==> config.mk <==
export PLATFORM = sky130hd
export DESIGN_NAME = i2c_tenbit_slave
export DESIGN_NICKNAME = d
export VERILOG_FILES = /design/src/rtl/i2cs_pkg.sv /design/src/rtl/i2cs_sync.sv /design/src/rtl/i2cs_addr_match.sv /design/src/rtl/i2cs_rxbuf.sv /design/src/rtl/i2cs_txreg.sv /design/src/rtl/i2c_tenbit_slave.sv
export SDC_FILE = /design/constraint.sdc
export NUM_CORES = 1
export LEC_CHECK = 0
export ABC_AREA = 1
export ABC_CLOCK_PERIOD_IN_PS = 2980
export BUFFER_PORTS_ARGS = -buffer_cell sky130_fd_sc_hd__buf_2
export CAP_MARGIN = 20
export CORE_UTILIZATION = 50
export CTS_CLUSTER_SIZE = 24
export DETAILED_ROUTE_END_ITERATION = 10
export GPL_TIMING_DRIVEN = 0
export PLACE_DENSITY = 0.71
export SYNTH_ARGS = -nofsm -noshare
export SYNTH_HDL_FRONTEND = slang
export SYNTH_SLANG_ARGS = --single-unit
export TNS_END_PERCENT = 5
==> constraint.sdc <==
create_clock -name clk -period 2.98 [get_ports clk]
set_input_delay 0.596 -clock clk [delete_from_list [all_inputs] [get_ports clk]]
set_output_delay 0.596 -clock clk [all_outputs]
set_load 0.01 [all_outputs]
==> src/rtl/i2cs_pkg.sv <==
package i2cs_pkg;
  localparam int BYTE_W = 8;
  localparam int ADDR_W = 10;
  localparam int CNT_W  = 4;
  localparam logic [4:0] HDR10_TAG = 5'b11110;

  typedef enum logic [2:0] {
    PH_IDLE,
    PH_HDR,
    PH_LOW,
    PH_WR,
    PH_RDACK,
    PH_RD,
    PH_SKIP
  } phase_t;
endpackage

==> src/rtl/i2cs_sync.sv <==
module i2cs_sync #(
  parameter int STAGES = 2
) (
  input  logic clk,
  input  logic rst_n,
  input  logic line_i,
  output logic lvl_o,
  output logic rise_o,
  output logic fall_o
);
  logic [STAGES-1:0] chain;
  logic              prev;

  always_ff @(posedge clk or negedge rst_n) begin
    if (!rst_n) begin
      chain <= '1;
      prev  <= 1'b1;
    end else begin
      chain <= {chain[STAGES-2:0], line_i};
      prev  <= chain[STAGES-1];
    end
  end

  assign lvl_o  = chain[STAGES-1];
  assign rise_o = chain[STAGES-1] & ~prev;
  assign fall_o = ~chain[STAGES-1] & prev;
endmodule

==> src/rtl/i2cs_addr_match.sv <==
module i2cs_addr_match
  import i2cs_pkg::*;
(
  input  logic              mode10_i,
  input  logic [ADDR_W-1:0] own_i,
  input  logic [BYTE_W-1:0] byte_i,
  input  logic              low_phase_i,
  input  logic              sel10_i,
  output logic              ack_o,
  output phase_t            next_o,
  output logic              sel10_o
);
  always_comb begin
    ack_o   = 1'b0;
    next_o  = PH_SKIP;
    sel10_o = 1'b0;
    if (low_phase_i) begin
      if (byte_i == own_i[7:0]) begin
        ack_o   = 1'b1;
        next_o  = PH_WR;
        sel10_o = 1'b1;
      end
    end else if (!mode10_i) begin
      if (byte_i[7:1] == own_i[6:0]) begin
        ack_o  = 1'b1;
        next_o = byte_i[0] ? PH_RDACK : PH_WR;
      end
    end else if (byte_i[7:3] == HDR10_TAG && byte_i[2:1] == own_i[9:8]) begin
      if (!byte_i[0]) begin
        ack_o  = 1'b1;
        next_o = PH_LOW;
      end else if (sel10_i) begin
        ack_o   = 1'b1;
        next_o  = PH_RDACK;
        sel10_o = 1'b1;
      end
    end
  end
endmodule

==> src/rtl/i2cs_rxbuf.sv <==
module i2cs_rxbuf #(
  parameter int W = 8
) (
  input  logic         clk,
  input  logic         rst_n,
  input  logic         done_i,
  input  logic [W-1:0] data_i,
  input  logic         clr_ovf_i,
  input  logic         ready_i,
  output logic         accept_o,
  output logic         valid_o,
  output logic [W-1:0] data_o,
  output logic         ovf_o
);
  assign accept_o = ~valid_o | ready_i;

  always_ff @(posedge clk or negedge rst_n) begin
    if (!rst_n) begin
      valid_o <= 1'b0;
      data_o  <= '0;
      ovf_o   <= 1'b0;
    end else begin
      if (done_i && accept_o) begin
        valid_o <= 1'b1;
        data_o  <= data_i;
      end else if (valid_o && ready_i) begin
        valid_o <= 1'b0;
      end
      if (done_i && !accept_o) ovf_o <= 1'b1;
      else if (clr_ovf_i)      ovf_o <= 1'b0;
    end
  end
endmodule

==> src/rtl/i2cs_txreg.sv <==
module i2cs_txreg #(
  parameter int W = 8
) (
  input  logic         clk,
  input  logic         rst_n,
  input  logic         valid_i,
  input  logic [W-1:0] data_i,
  input  logic         take_i,
  output logic         ready_o,
  output logic         full_o,
  output logic [W-1:0] data_o
);
  assign ready_o = ~full_o;

  always_ff @(posedge clk or negedge rst_n) begin
    if (!rst_n) begin
      full_o <= 1'b0;
      data_o <= '0;
    end else if (take_i) begin
      full_o <= 1'b0;
    end else if (valid_i && !full_o) begin
      full_o <= 1'b1;
      data_o <= data_i;
    end
  end
endmodule

==> src/rtl/i2c_tenbit_slave.sv <==
module i2c_tenbit_slave
  import i2cs_pkg::*;
#(
  parameter int SYNC_STAGES = 2
) (
  input  logic              clk,
  input  logic              rst_n,
  input  logic              scl_i,
  input  logic              sda_i,
  output logic              scl_oe,
  output logic              sda_oe,
  input  logic              addr_mode10,
  input  logic [ADDR_W-1:0] own_addr,
  output logic              rx_valid,
  input  logic              rx_ready,
  output logic [BYTE_W-1:0] rx_data,
  output logic              rx_ovf,
  input  logic              tx_valid,
  output logic              tx_ready,
  input  logic [BYTE_W-1:0] tx_data,
  input  logic              scl_release,
  output logic              irq
);
  localparam int LINES = 2;
  localparam int L_SCL = 1;
  localparam int L_SDA = 0;
  localparam logic [CNT_W-1:0] ACK_SLOT = CNT_W'(BYTE_W);
  localparam logic [CNT_W-1:0] END_SLOT = CNT_W'(BYTE_W + 1);

  // line conditioning, one synchroniser per line
  logic [LINES-1:0] raw, lvl, rise, fall;
  assign raw = {scl_i, sda_i};

  for (genvar g = 0; g < LINES; g++) begin : g_sync
    i2cs_sync #(.STAGES(SYNC_STAGES)) u_sync (
      .clk    (clk),
      .rst_n  (rst_n),
      .line_i (raw[g]),
      .lvl_o  (lvl[g]),
      .rise_o (rise[g]),
      .fall_o (fall[g])
    );
  end

  logic ev_start, ev_stop, scl_up, scl_dn, sda_s;
  assign ev_start = lvl[L_SCL] & fall[L_SDA];
  assign ev_stop  = lvl[L_SCL] & rise[L_SDA];
  assign scl_up   = rise[L_SCL];
  assign scl_dn   = fall[L_SCL];
  assign sda_s    = lvl[L_SDA];

  // protocol state
  phase_t            phase;
  logic [CNT_W-1:0]  bitcnt;
  logic [BYTE_W-1:0] shreg;
  logic [BYTE_W-1:0] tx_sh;
  logic              sda_q, scl_q, rel_pend, sel10, mnack, irq_q;

  logic active;
  assign active = (phase != PH_IDLE) && (phase != PH_SKIP);

  // address decision
  logic   m_ack, m_sel10;
  phase_t m_next;

  i2cs_addr_match u_match (
    .mode10_i    (addr_mode10),
    .own_i       (own_addr),
    .byte_i      (shreg),
    .low_phase_i (phase == PH_LOW),
    .sel10_i     (sel10),
    .ack_o       (m_ack),
    .next_o      (m_next),
    .sel10_o     (m_sel10)
  );

  // receive buffer
  logic wr_done, rx_accept;
  assign wr_done = !ev_start && !ev_stop && scl_dn && (bitcnt == ACK_SLOT) && (phase == PH_WR);

  i2cs_rxbuf #(.W(BYTE_W)) u_rx (
    .clk       (clk),
    .rst_n     (rst_n),
    .done_i    (wr_done),
    .data_i    (shreg),
    .clr_ovf_i (ev_start),
    .ready_i   (rx_ready),
    .accept_o  (rx_accept),
    .valid_o   (rx_valid),
    .data_o    (rx_data),
    .ovf_o     (rx_ovf)
  );

  // transmit register
  logic              tx_full, take;
  logic [BYTE_W-1:0] tx_q;
  assign take = scl_q && !rel_pend && tx_full && scl_release;

  i2cs_txreg #(.W(BYTE_W)) u_tx (
    .clk     (clk),
    .rst_n   (rst_n),
    .valid_i (tx_valid),
    .data_i  (tx_data),
    .take_i  (take),
    .ready_o (tx_ready),
    .full_o  (tx_full),
    .data_o  (tx_q)
  );

  // a hold begins after the acknowledge slot of a read address or an acked read byte
  logic hold_go;
  assign hold_go = !ev_start && !ev_stop && scl_dn && (bitcnt == END_SLOT) &&
                   ((phase == PH_RDACK) || (phase == PH_RD && !mnack));

  always_ff @(posedge clk or negedge rst_n) begin
    if (!rst_n) begin
      phase    <= PH_IDLE;
      bitcnt   <= '0;
      shreg    <= '0;
      tx_sh    <= '0;
      sda_q    <= 1'b0;
      scl_q    <= 1'b0;
      rel_pend <= 1'b0;
      sel10    <= 1'b0;
      mnack    <= 1'b0;
      irq_q    <= 1'b0;
    end else begin
      irq_q <= (wr_done && rx_accept) || hold_go;
      if (rel_pend) begin
        scl_q    <= 1'b0;
        rel_pend <= 1'b0;
      end
      if (ev_start) begin
        phase  <= PH_HDR;
        bitcnt <= '0;
        sda_q  <= 1'b0;
      end else if (ev_stop) begin
        phase  <= PH_IDLE;
        bitcnt <= '0;
        sda_q  <= 1'b0;
        sel10  <= 1'b0;
      end else begin
        if (take) begin
          tx_sh    <= tx_q;
          sda_q    <= ~tx_q[BYTE_W-1];
          bitcnt   <= '0;
          rel_pend <= 1'b1;
        end
        if (scl_up && active) begin
          if (bitcnt < ACK_SLOT) begin
            shreg  <= {shreg[BYTE_W-2:0], sda_s};
            tx_sh  <= {tx_sh[BYTE_W-2:0], 1'b0};
            bitcnt <= bitcnt + 1'b1;
          end else begin
            bitcnt <= END_SLOT;
            if (phase == PH_RD) mnack <= sda_s;
          end
        end
        if (scl_dn && active) begin
          if (bitcnt != '0 && bitcnt < ACK_SLOT) begin
            if (phase == PH_RD) sda_q <= ~tx_sh[BYTE_W-1];
          end else if (bitcnt == ACK_SLOT) begin
            unique case (phase)
              PH_HDR, PH_LOW: begin
                sda_q <= m_ack;
                phase <= m_next;
                sel10 <= m_sel10;
              end
              PH_WR:   sda_q <= rx_accept;
              default: sda_q <= 1'b0;
            endcase
          end else if (bitcnt == END_SLOT) begin
            sda_q  <= 1'b0;
            bitcnt <= '0;
            if (phase == PH_RDACK) begin
              phase <= PH_RD;
              scl_q <= 1'b1;
            end else if (phase == PH_RD) begin
              if (mnack) phase <= PH_SKIP;
              else       scl_q <= 1'b1;
            end
          end
        end
      end
    end
  end

  assign sda_oe = sda_q;
  assign scl_oe = scl_q;
  assign irq    = irq_q;
endmodule

After elaboration in Yosys (flattened, before gate mapping)
Cells that the tools add are included.

storage, ports and cells
  logic and storage cells = 175
  memory bits (read-only) = 0
  bits in writable memories = 0
  output and inout port bits = 14
  register bits = 54
  latch bits = 0
  memories kept = 0

operators by class
  order comparisons = 1
  divide/modulo/power cells = 0
  $mul = 0
  bitwise gates (word level) = 19
  shifts and indexed selects = 0
  $add $sub $neg = 1
  reduce and logical (&&, ||, !) cells = 46
  mux-type cells = 74
  equality and inequality tests = 15

operators by type and width
  kind                 count
  $mux 3               17
  $mux 1               43
  $mux 4               9
  $mux 8               3
  $logic_and 1x1->1    19
  $not 1->1            12
  $reduce_bool 2->1    6
  $reduce_and 5->1     2
  $reduce_bool 5->1    2
  $eq 4x4->1 const B   2
  $eq 8x8->1           1
  $reduce_bool 4->1    2
  $eq 7x7->1           1
  $and 1x1->1          6
  $eq 3x2->1 const B   2
  $eq 3x3->1 const B   2
  $logic_not 1->1      6
  $ne 3x3->1 const B   2
  $reduce_and 6->1     1
  $reduce_bool 3->1    2
  $eq 5x5->1 const B   1
  $add 4x1->4 const B  1
  $lt 4x4->1 const B   1
  $ne 4x3->1 const B   1
  10 further kinds     12

Longest topological paths before layout
Gate-level depths: netlist (run 1).

  depth after elaboration = 12
  gate-level depth with buffers = 14
  depth with buffers taken out = 14

By module
From an unflattened synthesis (run 1), not the netlist that was laid out.

second synthesis, totals
  cell total of the unflattened synthesis = 447
  area total of the unflattened synthesis = 3206.8 um2

by module, submodules not included
  module            times used  cells each  area an instance (um2)
  i2c_tenbit_slave  1           243         1719.1
  i2cs_addr_match   1           108         493.0
  i2cs_rxbuf        1           43          426.7
  i2cs_txreg        1           39          380.4
  i2cs_sync         2           7           93.8

Worst setup path before layout (run 1)
OpenSTA, ideal clock, no wires.

  path type = flip-flop to flip-flop
  from = register bitcnt[0]
  to = register phase[0]
  setup slack = 1.331 ns
  data arrival time = 1.562 ns
  cell stages (with the launch flop) = 12
  buffers on the path = 0
  period minus slack after synthesis = 1.649 ns
  library setup time = 0.087 ns
  path through = dfrtp_1 inv_1 ha_1 nand3_4 inv_1 a31oi_1 inv_1 o21ai_0 nor3_2 nor2_1 nor2_1 a22oi_1

between the ends
  cells in the longest elaborated chain, start to end = 6
  elaborated cells on any way between the ends = 16
  classes of those cells = 1 x order compare; 4 x eq/ne; 5 x mux; 6 x reduce/logical

RTL lines
  what                                                line                     text
  start: declaration                                  i2c_tenbit_slave.sv:54   logic [CNT_W-1:0] bitcnt;
  start signal: assignment                            i2c_tenbit_slave.sv:153  bitcnt <= bitcnt + 1'b1;
  branches (longest 6 deep; another with $lt 4x4->1)  -
  end signal: assignment                              i2c_tenbit_slave.sv:166  phase <= m_next;
  end: declaration                                    i2c_tenbit_slave.sv:53   phase_t phase;

Several ways; the timed one is not identified. The select of a mux whose other input is x is not followed.
A chain may end at the register's enable or synchronous reset.

Worst setup path after layout (run 1)
Same ends and word-level chain as after synthesis.

==> impl_metrics.tcl, run 1 <==
set metrics [dict create \
    status "finished clean" \
    synth_top_cells_by_count "80 x nand2_1, 52 x inv_1, 48 x dfrtp_1" \
    rows 26 \
    antennaDiodeCount 0 \
    ys_seq_area_share_pct 48.5 \
    synth_top_family_by_area "simple AND/OR/NAND/NOR gates" \
    critPathMaxFanout 6 \
    crit_arrival_ns 2.15 \
    crit_type "register to register" \
    layout-drive-gt1-share_pct 22.0 \
    port_buffers 39 \
    path_clk_slew_ns 0.10 \
    grt_max_degree 35 \
    grt_pass1_wl_mm 10.5 \
    synth_xor_xnor_area_share_pct 2.50 \
    cp-end-kind "register" \
    cts_setup_buffers 0 \
    antenna_found_initial 0 \
    yosys.area.top_type "dfrtp_1" \
    finalMaxSlewViolations 0 \
    setup_tns_ns 0 \
    cts-root-buf "clkbuf_8" \
    synthDistinctLibCells 39 \
    yosysTopAreaCellShare_pct 42.9 \
    io-pin-count 40 \
    drc 0 \
    dpl.cell_count 439 \
    synth_area_leaders "dfrtp_1 43%, nand2_1 11%, inv_1 7.0%, dfstp_2 5.6%, o21ai_0 5.2%" \
    synth_area_per_cell_um2 8.52 \
    cts_tree "done" \
    synth-seq-cells 54 \
    final_cells 447 \
    maxCapViolations 0 \
    grt_pass1_vias 2339 \
    synthMuxAreaShare_pct 3.22 \
    dp_hpwl_mm 4.42 \
    fmax_mhz 519 \
    final_antenna_net_count 0 \
    min_path_type "primary input to asynchronous set/reset pin" \
    final_nets 405 \
    irDropWorstVdd_uv 414 \
    htreeDepth 2 \
    power.density_nw_per_um2 611 \
    synth_flop_cell "dfrtp_1" \
    clkSinkCount 54 \
    finalCritPeriodShare_pct 64.6 \
    via_count 2299 \
    cts_hold_buf 0 \
    syn_area_um2 2800 \
    syn_nets 358 \
    netlist_instances 329 \
    grt_overflow_total 0 \
    core_area_um2 5240 \
    leakage_nw 1.58 \
    clockBufferDepth 2 \
    yosysWarnings 0 \
    initial_core_util_pct 53.5 \
    synthSimpleGateAreaFrac_pct 23.5 \
    routed_wl_mm 5.77 \
    syn2layout_area_growth_pct 14.2 \
    die_x_um 76.9 \
    firstDrtPassIters 4 \
    start_kind "register" \
    layout_min_cycle_time_ns 1.93 \
    clkLatencyLatePin_ns 0.31 \
    numCtsBuffers 5 \
    clock_skew_ns 0.0125 \
    critPathLaunch "bitcnt[0]$_DFF_PN0_" \
    synth_edf_count 0 \
    cts-resized-gates 0 \
    relSlewSlack_pct 68.1 \
    die_area_um2 5910 \
    synthAdderAreaFrac_pct 1.34 \
    yosysMostFrequentCell "nand2_1" \
    grt_usage_pct 22.0 \
    hold_viol_final 0 \
    wl_per_cell_um 12.9 \
    async_flop_share_pct 100 \
    gp_congestion 0.912 \
    setup_violations 0 \
    drtIter0Drc 137 \
    r2r-start "bitcnt[0]$_DFF_PN0_" \
    synth-compound-area-share_pct 12.6 \
    worstMarginPinSlew_ns 0.478 \
    die_y_um 76.9 \
    avgViaCountPerCell 5.14 \
    required_ns 3.20 \
    rsz0062_at_grt "no" \
]
placed cells by master, fill, tap and decap left out, types with 7 or more instances in the layout:
| master | count |
|---|---|
| a21oi_1 | 8 |
| a221oi_1 | 7 |
| buf_2 | 42 |
| dfrtp_1 | 48 |
| inv_1 | 52 |
| mux2_2 | 8 |
| nand2_1 | 80 |
| nand3_1 | 9 |
| nor2_1 | 23 |
| nor4_1 | 8 |
| o21ai_0 | 29 |
| xnor2_1 | 7 |
cell families (layout without fill, tap and decap cells):
logic type,after synthesis,after routing
compound gates,57,57
xor+xnor,8,8
fa+ha+maj,3,3
buf+inv,59,107
flops,54,54
mux,8,8
simple gates,140,140
flip-flops by register name, indices dropped and copies added (netlist names), 2 cells and up:
| signal | flops |
|---|---|
| phase | 3 |
| tx_sh | 8 |
| g_sync.u_sync.chain | 4 |
| u_tx.data_o | 8 |
| g_sync.u_sync.prev | 2 |
| u_rx.data_o | 8 |
| shreg | 8 |
| bitcnt | 4 |
stage by stage:
step	util [%]	hold WS [ns]	power [mW]	instance area, um2	setup WS [ns]
after global routing	61.1	0.263	2.09	3200	0.823
after detailed placement	59.3	0.347	1.54	3100	1.05
final	61.1	0.227	1.96	3200	1.05
after CTS	61.1	0.238	1.97	3200	1.03
after floorplan	-	0.300	1.39	2800	1.33
after global placement	58.9	0.346	1.52	3080	1.11
final timing paths:
kind	cells past startpoint	to	slack (ns)
max	11	phase[0]$_DFFE_PN0P_	1.05
max in group asynchronous	2	g_sync[1].u_sync.chain[0]$_DFF_PN1_	2.13
min	1	u_rx.data_o[4]$_DFFE_PN0P_	0.23
max reg2reg	11	phase[0]$_DFFE_PN0P_	1.05
min reg2reg	0	g_sync[0].u_sync.chain[1]$_DFF_PN1_	0.36
min in group clk	0	g_sync[0].u_sync.chain[1]$_DFF_PN1_	0.36
metal layers:
metal	vias to the layer above	track usage, %	routed length, um
li1	1170	-	-
met1	1066	29.5	2710
met3	4	3.69	260
met5	-	0	0
met2	59	36.7	2760
met4	0	5.77	46
power breakdown:
group	total [mW]	switching, mW	internal (mW)	leakage, nW
registers	1.01	0.116	0.897	0.679
clock network	0.427	0.240	0.187	0.0472
logic	0.515	0.291	0.224	0.858
total	1.96	0.648	1.31	1.58
worst max-delay path, stage by stage (launching register included):
cell     delay (ns)
dfrtp_1        0.44
inv_1          0.06
ha_1           0.25
nand3_4        0.13
inv_1          0.10
a31oi_1        0.15
inv_1          0.07
o21ai_0        0.09
nor3_2         0.08
nor2_1         0.23
nor2_1         0.07
a22oi_1        0.16
layout make-up:
type | count | area, um2
Fill cell | 479 | 2040
Clock inverter | 2 | 12.5
Clock buffer | 6 | 82.6
Tap cell | 70 | 87.6
Buffer | 6 | 33.8
Multi-Input combinational cell | 216 | 1210
Inverter | 53 | 199
Sequential cell | 54 | 1360
Timing Repair Buffer | 40 | 215
Power figures use the tool's default switching activity.
==> run 2, diff against run 1 <==
--- a/config.mk
+++ b/config.mk
@@ -6,7 +6,7 @@
 export NUM_CORES = 1
 export LEC_CHECK = 0
 export ABC_AREA = 1
-export ABC_CLOCK_PERIOD_IN_PS = 2980
+export ABC_CLOCK_PERIOD_IN_PS = 1820
 export BUFFER_PORTS_ARGS = -buffer_cell sky130_fd_sc_hd__buf_2
 export CAP_MARGIN = 20
 export CORE_UTILIZATION = 50
==> constraint.sdc (replaced) <==
create_clock -name clk -period 1.82 [get_ports clk]
set_input_delay 0.364 -clock clk [delete_from_list [all_inputs] [get_ports clk]]
set_output_delay 0.364 -clock clk [all_outputs]
set_load 0.01 [all_outputs]
==> run 2 against run 1 <==
- the flow now finishes with violations (hold timing)
- core utilization rose by 2.6 points
- register-to-register slack got worse by 0.95 ns
- total power increased by 68%
- critical path type unchanged
- critical endpoint is now tx_sh[4]$_DFFE_PN0P_
- highest routed layer unchanged
==> impl_metrics.tcl, run 2 (synthesized netlist as in run 1, its figures left out) <==
set metrics [dict create \
    final_common_cell "nand2_1" \
    crit_arrival_ns 1.92 \
    gp_congestion 0.912 \
    relSlewSlack_pct 68.2 \
    grt_pass1_vias 2339 \
    die_y_um 76.9 \
    setup_violations 0 \
    drc 0 \
    finalMaxSlewViolations 0 \
    r2r_end "tx_sh[4]$_DFFE_PN0P_" \
    routed_wl_mm 5.86 \
    final_antenna_net_count 0 \
    wl_per_cell_um 12.9 \
    clkSinkCount 54 \
    final_cell_mix "79 x nand2_1, 48 x inv_1, 46 x dfrtp_1" \
    r2r-start "g_sync[0].u_sync.chain[1]$_DFF_PN1_" \
    grt_usage_pct 22.0 \
    die_x_um 76.9 \
    rsz0062_at_grt "yes" \
    drtIter0Drc 125 \
    dp_hpwl_mm 4.42 \
    cp-end-kind "register" \
    irDropWorstVdd_uv 677 \
    r2r_cells 5 \
    syn2layout_area_growth_pct 19.0 \
    port_buffers 39 \
    path_clk_slew_ns 0.10 \
    dpl.cell_count 439 \
    start_kind "register" \
    hold_viol_final 3 \
    fmax_mhz 582 \
    place_area_um2 3100 \
    final_area_um2 3330 \
    leakage_nw 1.64 \
    r2r_slack_ns 0.10 \
    core_area_um2 5240 \
    clkLatencyLatePin_ns 0.31 \
    crit_type "register to register" \
    avgViaCountPerCell 5.16 \
    grt_max_degree 35 \
    final_cells 455 \
    required_ns 2.03 \
    via_count 2348 \
    grt_overflow_total 0 \
    status "finished with violations" \
    min_path_type "primary input to asynchronous set/reset pin" \
    layout_min_cycle_time_ns 1.72 \
    antenna_found_initial 0 \
    worstMarginPinSlew_ns 0.477 \
    grt_pass1_wl_mm 10.5 \
    numCtsBuffers 5 \
    clockBufferDepth 2 \
    die_area_um2 5910 \
    firstDrtPassIters 4 \
    finalCritPeriodShare_pct 94.4 \
    maxCapViolations 0 \
    cts_tree "done" \
    initial_core_util_pct 53.5 \
    layout-drive-gt1-share_pct 26.5 \
    power.density_nw_per_um2 988 \
    setup_tns_ns 0 \
    cts-root-buf "clkbuf_8" \
    final_util_pct 63.6 \
    htreeDepth 2 \
    rows 26 \
    critPathMaxFanout 7 \
    final_nets 413 \
    critPathLaunch "g_sync[0].u_sync.chain[1]$_DFF_PN1_" \
    antennaDiodeCount 0 \
    io-pin-count 40 \
    violations "hold timing" \
    holdWs_ns -0.00114 \
    clock_skew_ns 0.0110 \
]
[run 2: cell count changes in the layout (fill, tap and decap cells not counted), sizes merged]
| cell | delta |
|---|---|
| clkbuf | +1 |
| buf | +7 |
[run 2: per-stage QoR]
stage                     setup slack [ns]  power (mW)
after detailed placement            -0.113        2.53
after floorplan                      0.171        2.27
after global placement             -0.0481        2.48
after CTS                          0.00937        3.24
final                                0.101        3.29
after global routing               -0.0229        3.53
[run 2: critical path, stage by stage (launching register included)]
cell and delay, ns:
dfstp_2 0.59, nor2_1 0.07, or2_4 0.28, nor3_4 0.33
nor2_4 0.10, a221oi_1 0.26
[run 2: area by class of cell]
cell class,count,area (um2)
Tap cell,70,87.6
Clock inverter,2,12.5
Multi-Input combinational cell,216,1270
Timing Repair Buffer,48,275
Inverter,53,201
Fill cell,462,1900
Sequential cell,54,1360
Buffer,6,45.0
Clock buffer,6,82.6
[run 2: where the power goes]
part	switching, mW	internal (mW)
sequential	0.181	1.47
clock	0.384	0.307
combinational	0.517	0.434
[run 2: timing repair]
item,CTS,global route
hold endpoints to repair,0,0
pin swaps,2,5
setup endpoints to repair,17,26
gates resized for setup,6,18
cloned,0,0
hold buffers,0,0
buffers inserted,1,7
[run 2: worst max-delay path by stage]
stage | slack (ns) | to | cells past startpoint
final | 0.10 | tx_sh[4]$_DFFE_PN0P_ | 5
after global routing | -0.02 | phase[1]$_DFFE_PN0P_ | 10
after CTS | 0.009 | u_rx.data_o[2]$_DFFE_PN0P_ | 7
after detailed placement | -0.11 | phase[0]$_DFFE_PN0P_ | 11
after global placement | -0.05 | bitcnt[0]$_DFF_PN0_ | 7
after floorplan | 0.17 | phase[0]$_DFFE_PN0P_ | 11
[run 2: metal layers]
metal  share of wire [%]  vias up  wire [um]  GRT usage [%]
met1                  47     1110       2730           29.6
met4                 1.1        0         62           5.77
met2                  49       50       2850           36.6
li1                    -     1182          -              -
met5                   0        -          0              0
met3                 3.7        6        217           3.69
